$ cat src/rtl/bkpt_pkg.sv
package bkpt_pkg;

    // Write field codes on the flat register port
    typedef enum logic [1:0] {
        FLD_ADDR   = 2'd0,
        FLD_MASK   = 2'd1,
        FLD_CTRL   = 2'd2,
        FLD_GLOBAL = 2'd3
    } wr_field_e;

    // Bit positions inside a per-breakpoint control write
    localparam int CTRL_EN_BIT  = 0;
    localparam int CTRL_SRC_BIT = 1;

endpackage

$ cat src/rtl/bkpt_comparator.sv
module bkpt_comparator #(
    parameter int ADDR_W = 32
) (
    input  logic              clk,
    input  logic              rst_n,
    input  logic [ADDR_W-1:0] bus_addr,
    input  logic              bus_valid,
    input  logic [ADDR_W-1:0] insn_addr,
    input  logic              insn_valid,
    input  logic              we_addr,
    input  logic              we_mask,
    input  logic              we_ctrl,
    input  logic [ADDR_W-1:0] wr_data,
    input  logic              clr,
    output logic              hit,
    output logic              status
);
    import bkpt_pkg::*;

    typedef struct packed {
        logic [ADDR_W-1:0] cmp;
        logic [ADDR_W-1:0] mask;
        logic              en;
        logic              src_insn;
        logic              sticky;
    } cmp_state_t;

    cmp_state_t state_d, state_q;

    logic [ADDR_W-1:0] sel_addr;
    logic              sel_valid;
    logic [ADDR_W-1:0] diff_bits;

    always_comb begin
        sel_addr  = state_q.src_insn ? insn_addr  : bus_addr;
        sel_valid = state_q.src_insn ? insn_valid : bus_valid;
        diff_bits = (sel_addr ^ state_q.cmp) & state_q.mask;
        hit       = state_q.en && sel_valid && (diff_bits == '0);
    end

    always_comb begin
        state_d = state_q;
        if (we_addr) state_d.cmp  = wr_data;
        if (we_mask) state_d.mask = wr_data;
        if (we_ctrl) begin
            state_d.en       = wr_data[CTRL_EN_BIT];
            state_d.src_insn = wr_data[CTRL_SRC_BIT];
        end
        if (clr) state_d.sticky = 1'b0;
        else     state_d.sticky = state_q.sticky | hit;
    end

    always_ff @(posedge clk or negedge rst_n) begin
        if (!rst_n) state_q <= '0;
        else        state_q <= state_d;
    end

    assign status = state_q.sticky;

    // a hit without a clear leaves the sticky flag set
    p_hit_sets_flag_r5: assert property (@(posedge clk) disable iff (!rst_n)
        hit && !clr |=> status);

    // the flag holds until a clear
    p_flag_sticky_r5: assert property (@(posedge clk) disable iff (!rst_n)
        status && !clr |=> status);

    // a clear wipes the flag
    p_clear_wipes_r9: assert property (@(posedge clk) disable iff (!rst_n)
        clr |=> !status);

    // a breakpoint on the instruction stream never hits on bus-only traffic
    p_stream_select_r3: assert property (@(posedge clk) disable iff (!rst_n)
        state_q.src_insn && !insn_valid |-> !hit);

endmodule

$ cat src/rtl/freeze_sequencer.sv
module freeze_sequencer #(
    parameter int CNT_W  = 8,
    parameter int DATA_W = 32
) (
    input  logic              clk,
    input  logic              rst_n,
    input  logic              any_hit,
    input  logic              trace_stored,
    input  logic              we_global,
    input  logic [DATA_W-1:0] wr_data,
    output logic              clr,
    output logic              trace_freeze,
    output logic              debug_req
);
    localparam int BOF_BIT = CNT_W;
    localparam int CLR_BIT = CNT_W + 1;
    localparam logic [CNT_W-1:0] CNT_ONE = CNT_W'(1);

    typedef struct packed {
        logic [CNT_W-1:0] dly;
        logic             bof;
        logic             frozen;
        logic             pending;
        logic [CNT_W-1:0] count;
    } seq_state_t;

    seq_state_t seq_d, seq_q;

    logic start;
    logic fire_now;
    logic count_done;

    always_comb begin
        clr        = we_global && wr_data[CLR_BIT];
        start      = any_hit && !seq_q.frozen && !seq_q.pending && !clr;
        fire_now   = start && (seq_q.dly == '0);
        count_done = seq_q.pending && trace_stored && (seq_q.count == CNT_ONE) && !clr;

        trace_freeze = seq_q.frozen || fire_now || count_done;
        debug_req    = trace_freeze && seq_q.bof;

        seq_d = seq_q;
        if (we_global) begin
            seq_d.dly = wr_data[CNT_W-1:0];
            seq_d.bof = wr_data[BOF_BIT];
        end
        if (clr) begin
            seq_d.frozen  = 1'b0;
            seq_d.pending = 1'b0;
            seq_d.count   = '0;
        end else if (fire_now || count_done) begin
            seq_d.frozen  = 1'b1;
            seq_d.pending = 1'b0;
            seq_d.count   = '0;
        end else if (start) begin
            seq_d.pending = 1'b1;
            seq_d.count   = seq_q.dly;
        end else if (seq_q.pending && trace_stored) begin
            seq_d.count = seq_q.count - CNT_ONE;
        end
    end

    always_ff @(posedge clk or negedge rst_n) begin
        if (!rst_n) seq_q <= '0;
        else        seq_q <= seq_d;
    end

    // freeze persists until cleared
    p_freeze_held_r9: assert property (@(posedge clk) disable iff (!rst_n)
        trace_freeze && !clr |=> trace_freeze);

    // a clear drops freeze and countdown
    p_clear_drops_r9: assert property (@(posedge clk) disable iff (!rst_n)
        clr |=> !seq_q.frozen && !seq_q.pending);

    // a pending countdown never sits at zero
    p_count_nonzero_r7: assert property (@(posedge clk) disable iff (!rst_n)
        seq_q.pending |-> seq_q.count != '0);

    // without a trace pulse the countdown is not touched by new hits
    p_no_reload_r8: assert property (@(posedge clk) disable iff (!rst_n)
        seq_q.pending && !trace_stored && !clr |=> $stable(seq_q.count));

    // frozen and pending are exclusive
    p_exclusive_r7: assert property (@(posedge clk) disable iff (!rst_n)
        !(seq_q.frozen && seq_q.pending));

endmodule

$ cat src/rtl/bkpt_freeze_unit.sv
module bkpt_freeze_unit #(
    parameter int ADDR_W = 32,
    parameter int NUM_BP = 2,
    parameter int CNT_W  = 8,
    localparam int IDX_W = (NUM_BP > 1) ? $clog2(NUM_BP) : 1
) (
    input  logic              clk,
    input  logic              rst_n,
    input  logic [ADDR_W-1:0] bus_addr,
    input  logic              bus_valid,
    input  logic [ADDR_W-1:0] insn_addr,
    input  logic              insn_valid,
    input  logic              trace_stored,
    input  logic              wr_en,
    input  logic [1:0]        wr_field,
    input  logic [IDX_W-1:0]  wr_bp,
    input  logic [ADDR_W-1:0] wr_data,
    output logic              trace_freeze,
    output logic              debug_req,
    output logic [NUM_BP-1:0] hit_status
);
    import bkpt_pkg::*;

    wr_field_e         field;
    logic [NUM_BP-1:0] hit_vec;
    logic              clr;
    logic              we_global;

    assign field     = wr_field_e'(wr_field);
    assign we_global = wr_en && (field == FLD_GLOBAL);

    for (genvar i = 0; i < NUM_BP; i++) begin : g_bp
        logic sel;
        assign sel = wr_en && (wr_bp == IDX_W'(i));

        bkpt_comparator #(.ADDR_W(ADDR_W)) i_cmp (
            .clk        (clk),
            .rst_n      (rst_n),
            .bus_addr   (bus_addr),
            .bus_valid  (bus_valid),
            .insn_addr  (insn_addr),
            .insn_valid (insn_valid),
            .we_addr    (sel && (field == FLD_ADDR)),
            .we_mask    (sel && (field == FLD_MASK)),
            .we_ctrl    (sel && (field == FLD_CTRL)),
            .wr_data    (wr_data),
            .clr        (clr),
            .hit        (hit_vec[i]),
            .status     (hit_status[i])
        );
    end

    freeze_sequencer #(.CNT_W(CNT_W), .DATA_W(ADDR_W)) i_seq (
        .clk          (clk),
        .rst_n        (rst_n),
        .any_hit      (|hit_vec),
        .trace_stored (trace_stored),
        .we_global    (we_global),
        .wr_data      (wr_data),
        .clr          (clr),
        .trace_freeze (trace_freeze),
        .debug_req    (debug_req)
    );

    // a debug request only accompanies a freeze
    p_debug_with_freeze_r10: assert property (@(posedge clk) disable iff (!rst_n)
        debug_req |-> trace_freeze);

    // nothing is flagged in the first cycle after reset
    p_reset_quiet_r1: assert property (@(posedge clk)
        !rst_n |=> hit_status == '0);

endmodule

$ cat config.mk
export PLATFORM = sky130hd
export DESIGN_NAME = bkpt_freeze_unit
export DESIGN_NICKNAME = d
export VERILOG_FILES = /design/src/rtl/bkpt_pkg.sv /design/src/rtl/bkpt_comparator.sv /design/src/rtl/freeze_sequencer.sv /design/src/rtl/bkpt_freeze_unit.sv
export SDC_FILE = /design/constraint.sdc
export NUM_CORES = 1
export LEC_CHECK = 0
export BUFFER_PORTS_ARGS = -buffer_cell sky130_fd_sc_hd__buf_4
export CAP_MARGIN = 20
export CELL_PAD_IN_SITES_DETAIL_PLACEMENT = 2
export CELL_PAD_IN_SITES_GLOBAL_PLACEMENT = 2
export CORE_MARGIN = 1.5
export CORE_UTILIZATION = 43
export CTS_CLUSTER_DIAMETER = 60
export DETAILED_ROUTE_END_ITERATION = 8
export GPL_TIMING_DRIVEN = 0
export PLACE_DENSITY = 0.94
export SETUP_SLACK_MARGIN = 0.05
export SLEW_MARGIN = 20
export SYNTH_ARGS = -nofsm -noshare
export SYNTH_HDL_FRONTEND = slang
export SYNTH_SLANG_ARGS = --single-unit
export TNS_END_PERCENT = 30
$ cat constraint.sdc
create_clock -name clk -period 4.4 [get_ports clk]
set_clock_uncertainty 0.2 [all_clocks]
set_input_delay 0.22 -clock clk [delete_from_list [all_inputs] [get_ports clk]]
set_output_delay 0.22 -clock clk [all_outputs]
set_load 0.01 [all_outputs]
Word level (Yosys, flattened, before mapping)

Cells that the tools add are included.

Add/subtract/negate cells: 1
Equal/unequal tests: 4
Muxes and demuxes: 12
Bitwise logic cells: 7
Reduce and logical (&&, ||, !) cells: 36

Operator list:

| operator                                          | number |
|---|---|
| AND 32 bit                                        | 2 |
| zero test 32 bit                                  | 2 |
| 2-to-1 mux 32 bit                                 | 2 |
| XOR 32 bit                                        | 2 |
| logical AND 1 bit                                 | 22 |
| 2-to-1 mux 8 bit                                  | 2 |
| 2-to-1 mux 10 bit                                 | 1 |
| 2-to-1 mux 9 bit                                  | 1 |
| == test 8 x 1 -> 1 bit (second input constant)    | 1 |
| zero test 8 bit                                   | 1 |
| subtractor 8 x 1 -> 8 bit (second input constant) | 1 |
| 2-to-1 mux 1 bit                                  | 6 |
| == test 2 bit (second input constant)             | 2 |
| nonzero test 4 bit                                | 1 |
| zero test 1 bit                                   | 3 |
| logical OR 1 bit                                  | 3 |
| nonzero test 3 bit                                | 1 |
| == test 2 x 1 -> 1 bit (second input constant)    | 1 |
| zero test 2 bit                                   | 1 |
| bitwise OR 1 bit                                  | 2 |
| nonzero test 2 bit                                | 1 |
| OR reduction 2 bit                                | 1 |
| NOT 1 bit                                         | 1 |

Flip-flop bits (word level): 153
Output and inout port bits: 4

Longest topological paths before layout

Word-level depth: 13
Depth in mapped cells: 11
Gate-level depth less buffers: 8

By module

From an unflattened synthesis, not the netlist that was laid out.

Cells, all modules: 672
Area, all modules: 8267.9 um2

Modules (own cells, without submodules):

| module           | times used | cells an instance | area an instance (um2) | sequential area each (um2) |
|---|---|---|---|---|
| bkpt_comparator  | 2          | 281               | 3537.1                 | 1676.6 |
| freeze_sequencer | 1          | 102               | 1104.8                 | 475.5 |
| bkpt_freeze_unit | 1          | 8                 | 88.8                   | 0.0 |

Worst setup path after synthesis

No wires, ideal clock.

Kind: register -> output
From: register g_bp[0].i_cmp.state_q[1] in the netlist's numbering
To: output port debug_req
Arrival: 2.340 ns
Slack: 1.640 ns
Cell stages (with the launch flop): 11
Buffers on the path: 2
Cell sequence: dfrtp_1 -> buf_6 -> buf_6 -> mux2i_1 -> mux2i_1 -> a2111oi_2 -> nand4_1 -> nor4_2 -> o21ai_2 -> o31ai_4 -> and2_1

Word-level cells in the longest chain between the ends: 13
Elaborated cells between the ends (all ways): 15
Classes of those cells: mux (2); bitwise (2); reduce/logical (11)

RTL lines:

| element                             | line                   | source |
|---|---|---|
| from (decl)                         | bkpt_comparator.sv:28  | `cmp_state_t state_d, state_q;` |
| from (signal assigned)              | bkpt_comparator.sv:55  | `else state_q <= state_d;` |
| 2-to-1 mux 32 bit                   | bkpt_comparator.sv:35  | `sel_addr = state_q.src_insn ? insn_addr : bus_addr;` |
| XOR 32 bit                          | bkpt_comparator.sv:37  | `diff_bits = (sel_addr ^ state_q.cmp) & state_q.mask;` |
| AND 32 bit                          | bkpt_comparator.sv:37  |  |
| zero test 32 bit                    | bkpt_comparator.sv:38  | `hit = state_q.en && sel_valid && (diff_bits == '0);` |
| logical AND 1 bit (*)               | bkpt_comparator.sv:38  |  |
| OR reduction 2 bit (*)              | bkpt_freeze_unit.sv:56 | `.any_hit (\|hit_vec),` |
| logical AND 1 bit (*) (3 in series) | freeze_sequencer.sv:35 | `start = any_hit && !seq_q.frozen && !seq_q.pending && !clr;` |
| logical AND 1 bit (*)               | freeze_sequencer.sv:36 | `fire_now = start && (seq_q.dly == '0);` |
| logical OR 1 bit (*) (2 in series)  | freeze_sequencer.sv:39 | `trace_freeze = seq_q.frozen \|\| fire_now \|\| count_done;` |
| net trace_freeze                    | bkpt_freeze_unit.sv:18 | `output logic trace_freeze,` |
| logical AND 1 bit (*)               | freeze_sequencer.sv:40 | `debug_req = trace_freeze && seq_q.bof;` |
| to (decl)                           | bkpt_freeze_unit.sv:19 | `output logic debug_req,` |

Mark *: on every way through the listed nets, which the timed path passes. The rest lies on a longest branch.

Worst setup path in the final report

From: register g_bp[1].i_cmp.state_q[1] in the netlist's numbering
To: output port debug_req

Word-level cells in the longest chain between the ends: 13
Elaborated cells between the ends (all ways): 15
Classes of those cells: mux (2); bitwise (2); reduce/logical (11)

RTL lines:

| element                             | line |
|---|---|
| from (decl)                         | bkpt_comparator.sv:28 |
| from (signal assigned)              | bkpt_comparator.sv:55 |
| 2-to-1 mux 32 bit                   | bkpt_comparator.sv:35 |
| XOR 32 bit                          | bkpt_comparator.sv:37 |
| AND 32 bit                          | bkpt_comparator.sv:37 |
| zero test 32 bit                    | bkpt_comparator.sv:38 |
| logical AND 1 bit (*)               | bkpt_comparator.sv:38 |
| OR reduction 2 bit (*)              | bkpt_freeze_unit.sv:56 |
| logical AND 1 bit (*) (3 in series) | freeze_sequencer.sv:35 |
| logical AND 1 bit (*)               | freeze_sequencer.sv:36 |
| logical OR 1 bit (*) (2 in series)  | freeze_sequencer.sv:39 |
| logical AND 1 bit (*)               | freeze_sequencer.sv:40 |

Every way passes the cells marked *; elsewhere a longest branch is shown, timed or not.

==> results_dict.tcl <==
set metrics [dict create \
    min_path_type "primary input to flop" \
    outcome "complete, but fails checks" \
    top_layer_used "met5" \
    wl_met2_um 19500 \
    period_share_pct 101 \
    setup_viol 1 \
    cts_max_level 4 \
    die_x_um 137 \
    setup_ws_ps -49.3 \
    drt_iter0_drc 576 \
    async_reset_ff_share_pct 100 \
    p_leak_nw 4.25 \
    grt_pass1_vias 7351 \
    ir_drop_v 0.000382 \
    maxCapViolations 0 \
    cts_max_path_buffers 2 \
    drive_gt1_share_pct 39.4 \
    violations "negative setup slack" \
    synth_edf_count 0 \
    yosys-top-cells-area "dfrtp_1, mux2_2, mux2i_1, xnor2_1, a22oi_1" \
    drt-met1-wl_um 14200 \
    hold_violations 0 \
    final_nets 855 \
    synth_top_cell_area_share_pct 49.7 \
    track_usage_pct 41.4 \
    grt_max_degree 98 \
    drc 0 \
    clkSlewWorstSetupHoldPaths_ps 80 \
    viasPerCell 6.70 \
    max_freq_mhz 225 \
    fillCellCount 1597 \
    numCtsBuffers 17 \
    dieHeight_um 137 \
    finalNonFillerCells 987 \
    dr.pass1.iters 5 \
    num_vias 6612 \
    synth_top_area_cell "dfrtp_1" \
    drv_slew 0 \
    regArea_um2 3830 \
    route.met3.wl_um 2630 \
    synth_cell_types 38 \
    post-route-min-period_ps 4450 \
    syn_to_final_growth_pct 26.7 \
    synth_flop_cell "dfrtp_1" \
    ys_warn_count 0 \
    grt_pass1_wl_um 53100 \
    syn_area_um2 7700 \
    synth_seq_cells 153 \
    core-area_um2 17400 \
    pin_count 109 \
    insertion_delay_ps 460 \
    antenna_found_initial 1 \
    wl_per_cell_um 40.8 \
    synth_seq_area_share_pct 49.7 \
    dpl.hpwl_um 20500 \
    overflow 0 \
    tritoncts "built" \
    cp-start-kind "flop" \
    multi_input_area_um2 3730 \
    cts_sinks 153 \
    portBuffers 106 \
    synth_cells 589 \
    required_ps 3980 \
    synth_nets 696 \
    finish.instance_area_um2 9760 \
    maxSlewHeadroom_pct 23.7 \
    wl_um 40300 \
    p_per_area_nw_per_um2 542 \
    dp.cells 921 \
    die_area_um2 18700 \
    arrival_ps 4030 \
    post_cts_buffers 0 \
    utilization_pct 56.0 \
    postRouteAntennaNets 0 \
    routabilityCongestion 0.811 \
    totalPowerFinal_mw 5.29 \
    crit_fanout 10 \
    critical_path.endpoint_type "output port" \
    syn_area_per_cell_um2 13.1 \
    setup.worst_path.class "flop to output port" \
    hold_slack_ps 25.3 \
    start_util_pct 44.2 \
    postPlaceCellArea_um2 8810 \
    cts_root_buffer "clkbuf_16" \
    worst_pin_slew_ps 1150 \
    num_rows 48 \
]
-- cell type report --
type / instances / area share (%)
Clock buffer: 18 / 4.50
Antenna cell: 1 / 0.0256
Tap cell: 225 / 2.88
Multi-Input combinational cell: 403 / 38.2
Inverter: 7 / 0.269
Buffer: 26 / 1.54
Sequential cell: 153 / 39.2
Clock inverter: 14 / 1.44
Timing Repair Buffer: 140 / 11.9
-- where the power goes --
part / internal, mW / switching (mW) / total (mW)
sequential: 1.73 / 0.377 / 2.11
combinational: 0.708 / 0.903 / 1.61
clock: 0.808 / 0.762 / 1.57
total: 3.24 / 2.04 / 5.29
-- metal layers --
metal / track usage [%] / up-vias
met2: 70.5 / 495
met3: 9.19 / 250
met4: 28.8 / 2
met5: 0 / -
met1: 46.1 / 3418
li1: - / 2447
-- final timing paths --
kind / from / endpoint / slack, ps / depth (start not counted)
max: g_bp[1].i_cmp.state_q[1] / debug_req / -50 / 11
min: wr_en / i_seq.seq_q[9] / 30 / 3
max reg2reg: g_bp[1].i_cmp.state_q[1] / i_seq.seq_q[5] / 340 / 10
min reg2reg: g_bp[0].i_cmp.status / g_bp[0].i_cmp.status / 320 / 2
max in group asynchronous: rst_n / g_bp[1].i_cmp.state_q[35] / 3010 / 3
min in group asynchronous: rst_n / i_seq.seq_q[12] / 90 / 2
-- logic make-up (layout without fill, tap and decap cells) --
| kind of cell | Yosys count | in the layout | share of synthesized area [%] |
|---|---|---|---|
| multiplexers | 217 | 217 | 30.5 |
| buffers and inverters | 33 | 205 | 2.26 |
| AND/OR/NAND/NOR | 78 | 78 | 5.62 |
| adder cells (fa/ha/maj) | 2 | 2 | 0.325 |
| AO/OA/AOI/OAI | 49 | 49 | 5.13 |
| XOR/XNOR | 57 | 57 | 6.48 |
| other | 0 | 1 | 0 |
| flip-flops | 153 | 153 | 49.7 |
-- worst max-delay path: stages (launching register included) --
cell and delay (ps):
dfrtp_1 380, buf_6 210, buf_2 440, mux2i_1 290, xnor2_1 220, a22oi_1 420
nand3_1 290, nor4_4 500, o21ai_2 240, o31ai_4 270, and2_1 180, buf_4 120
-- registers in the layout, indices dropped and copies added (netlist names) --
register,flops
i_seq.seq_q,19
g_bp.i_cmp.state_q,132
g_bp.i_cmp.status,2
-- repair_timing --
action,4_1_cts,5_1_grt
gates resized for setup,3,4
setup endpoints to repair,2,1
endpoints found under the hold margin,197,0
hold buffers,33,0
-- synthesized netlist by cell type (2+ instances only) --
library cell  number
mux2_2           140
nor3b_1            2
buf_6              5
clkbuf_1          15
and2_1             2
a2111oi_0          2
nand4_1            7
a2111oi_2          2
nand4b_1           2
nor3_1             5
buf_2              4
dfrtp_1          153
a21oi_1            7
o21ai_0            2
nand2b_1          16
nor2b_1            2
nor2_1            10
o31ai_4            2
a211oi_1           3
a22oi_1           22
mux2i_1           77
ha_1               2
o22a_1             3
nor4b_1            3
nand3_1            6
nand2_1           19
buf_4              2
xnor2_1           56
inv_1              7
o211ai_1           2
nor4_2             2
-- per-stage QoR --
stage	setup slack, ps	setup TNS (ps)
final	-49.3	-49.3
after global routing	-9.80	-9.80
after CTS	129	0
after detailed placement	322	0
after global placement	510	0
after floorplan	1640	0
-- placed cells by master, fill, tap and decap left out, types with 6 or more instances in the layout --
cell type,instances
dfrtp_1,153
mux2_2,140
buf_4,107
mux2i_1,77
xnor2_1,56
dlygate4sd3_1,33
a22oi_1,22
nand2_1,19
clkbuf_16,17
nand2b_1,16
clkbuf_1,15
nor2_1,10
inv_1,7
a21oi_1,7
nand4_1,7
nand3_1,6
clkinv_4,6
Note: power is estimated with default switching activity, not from simulation.
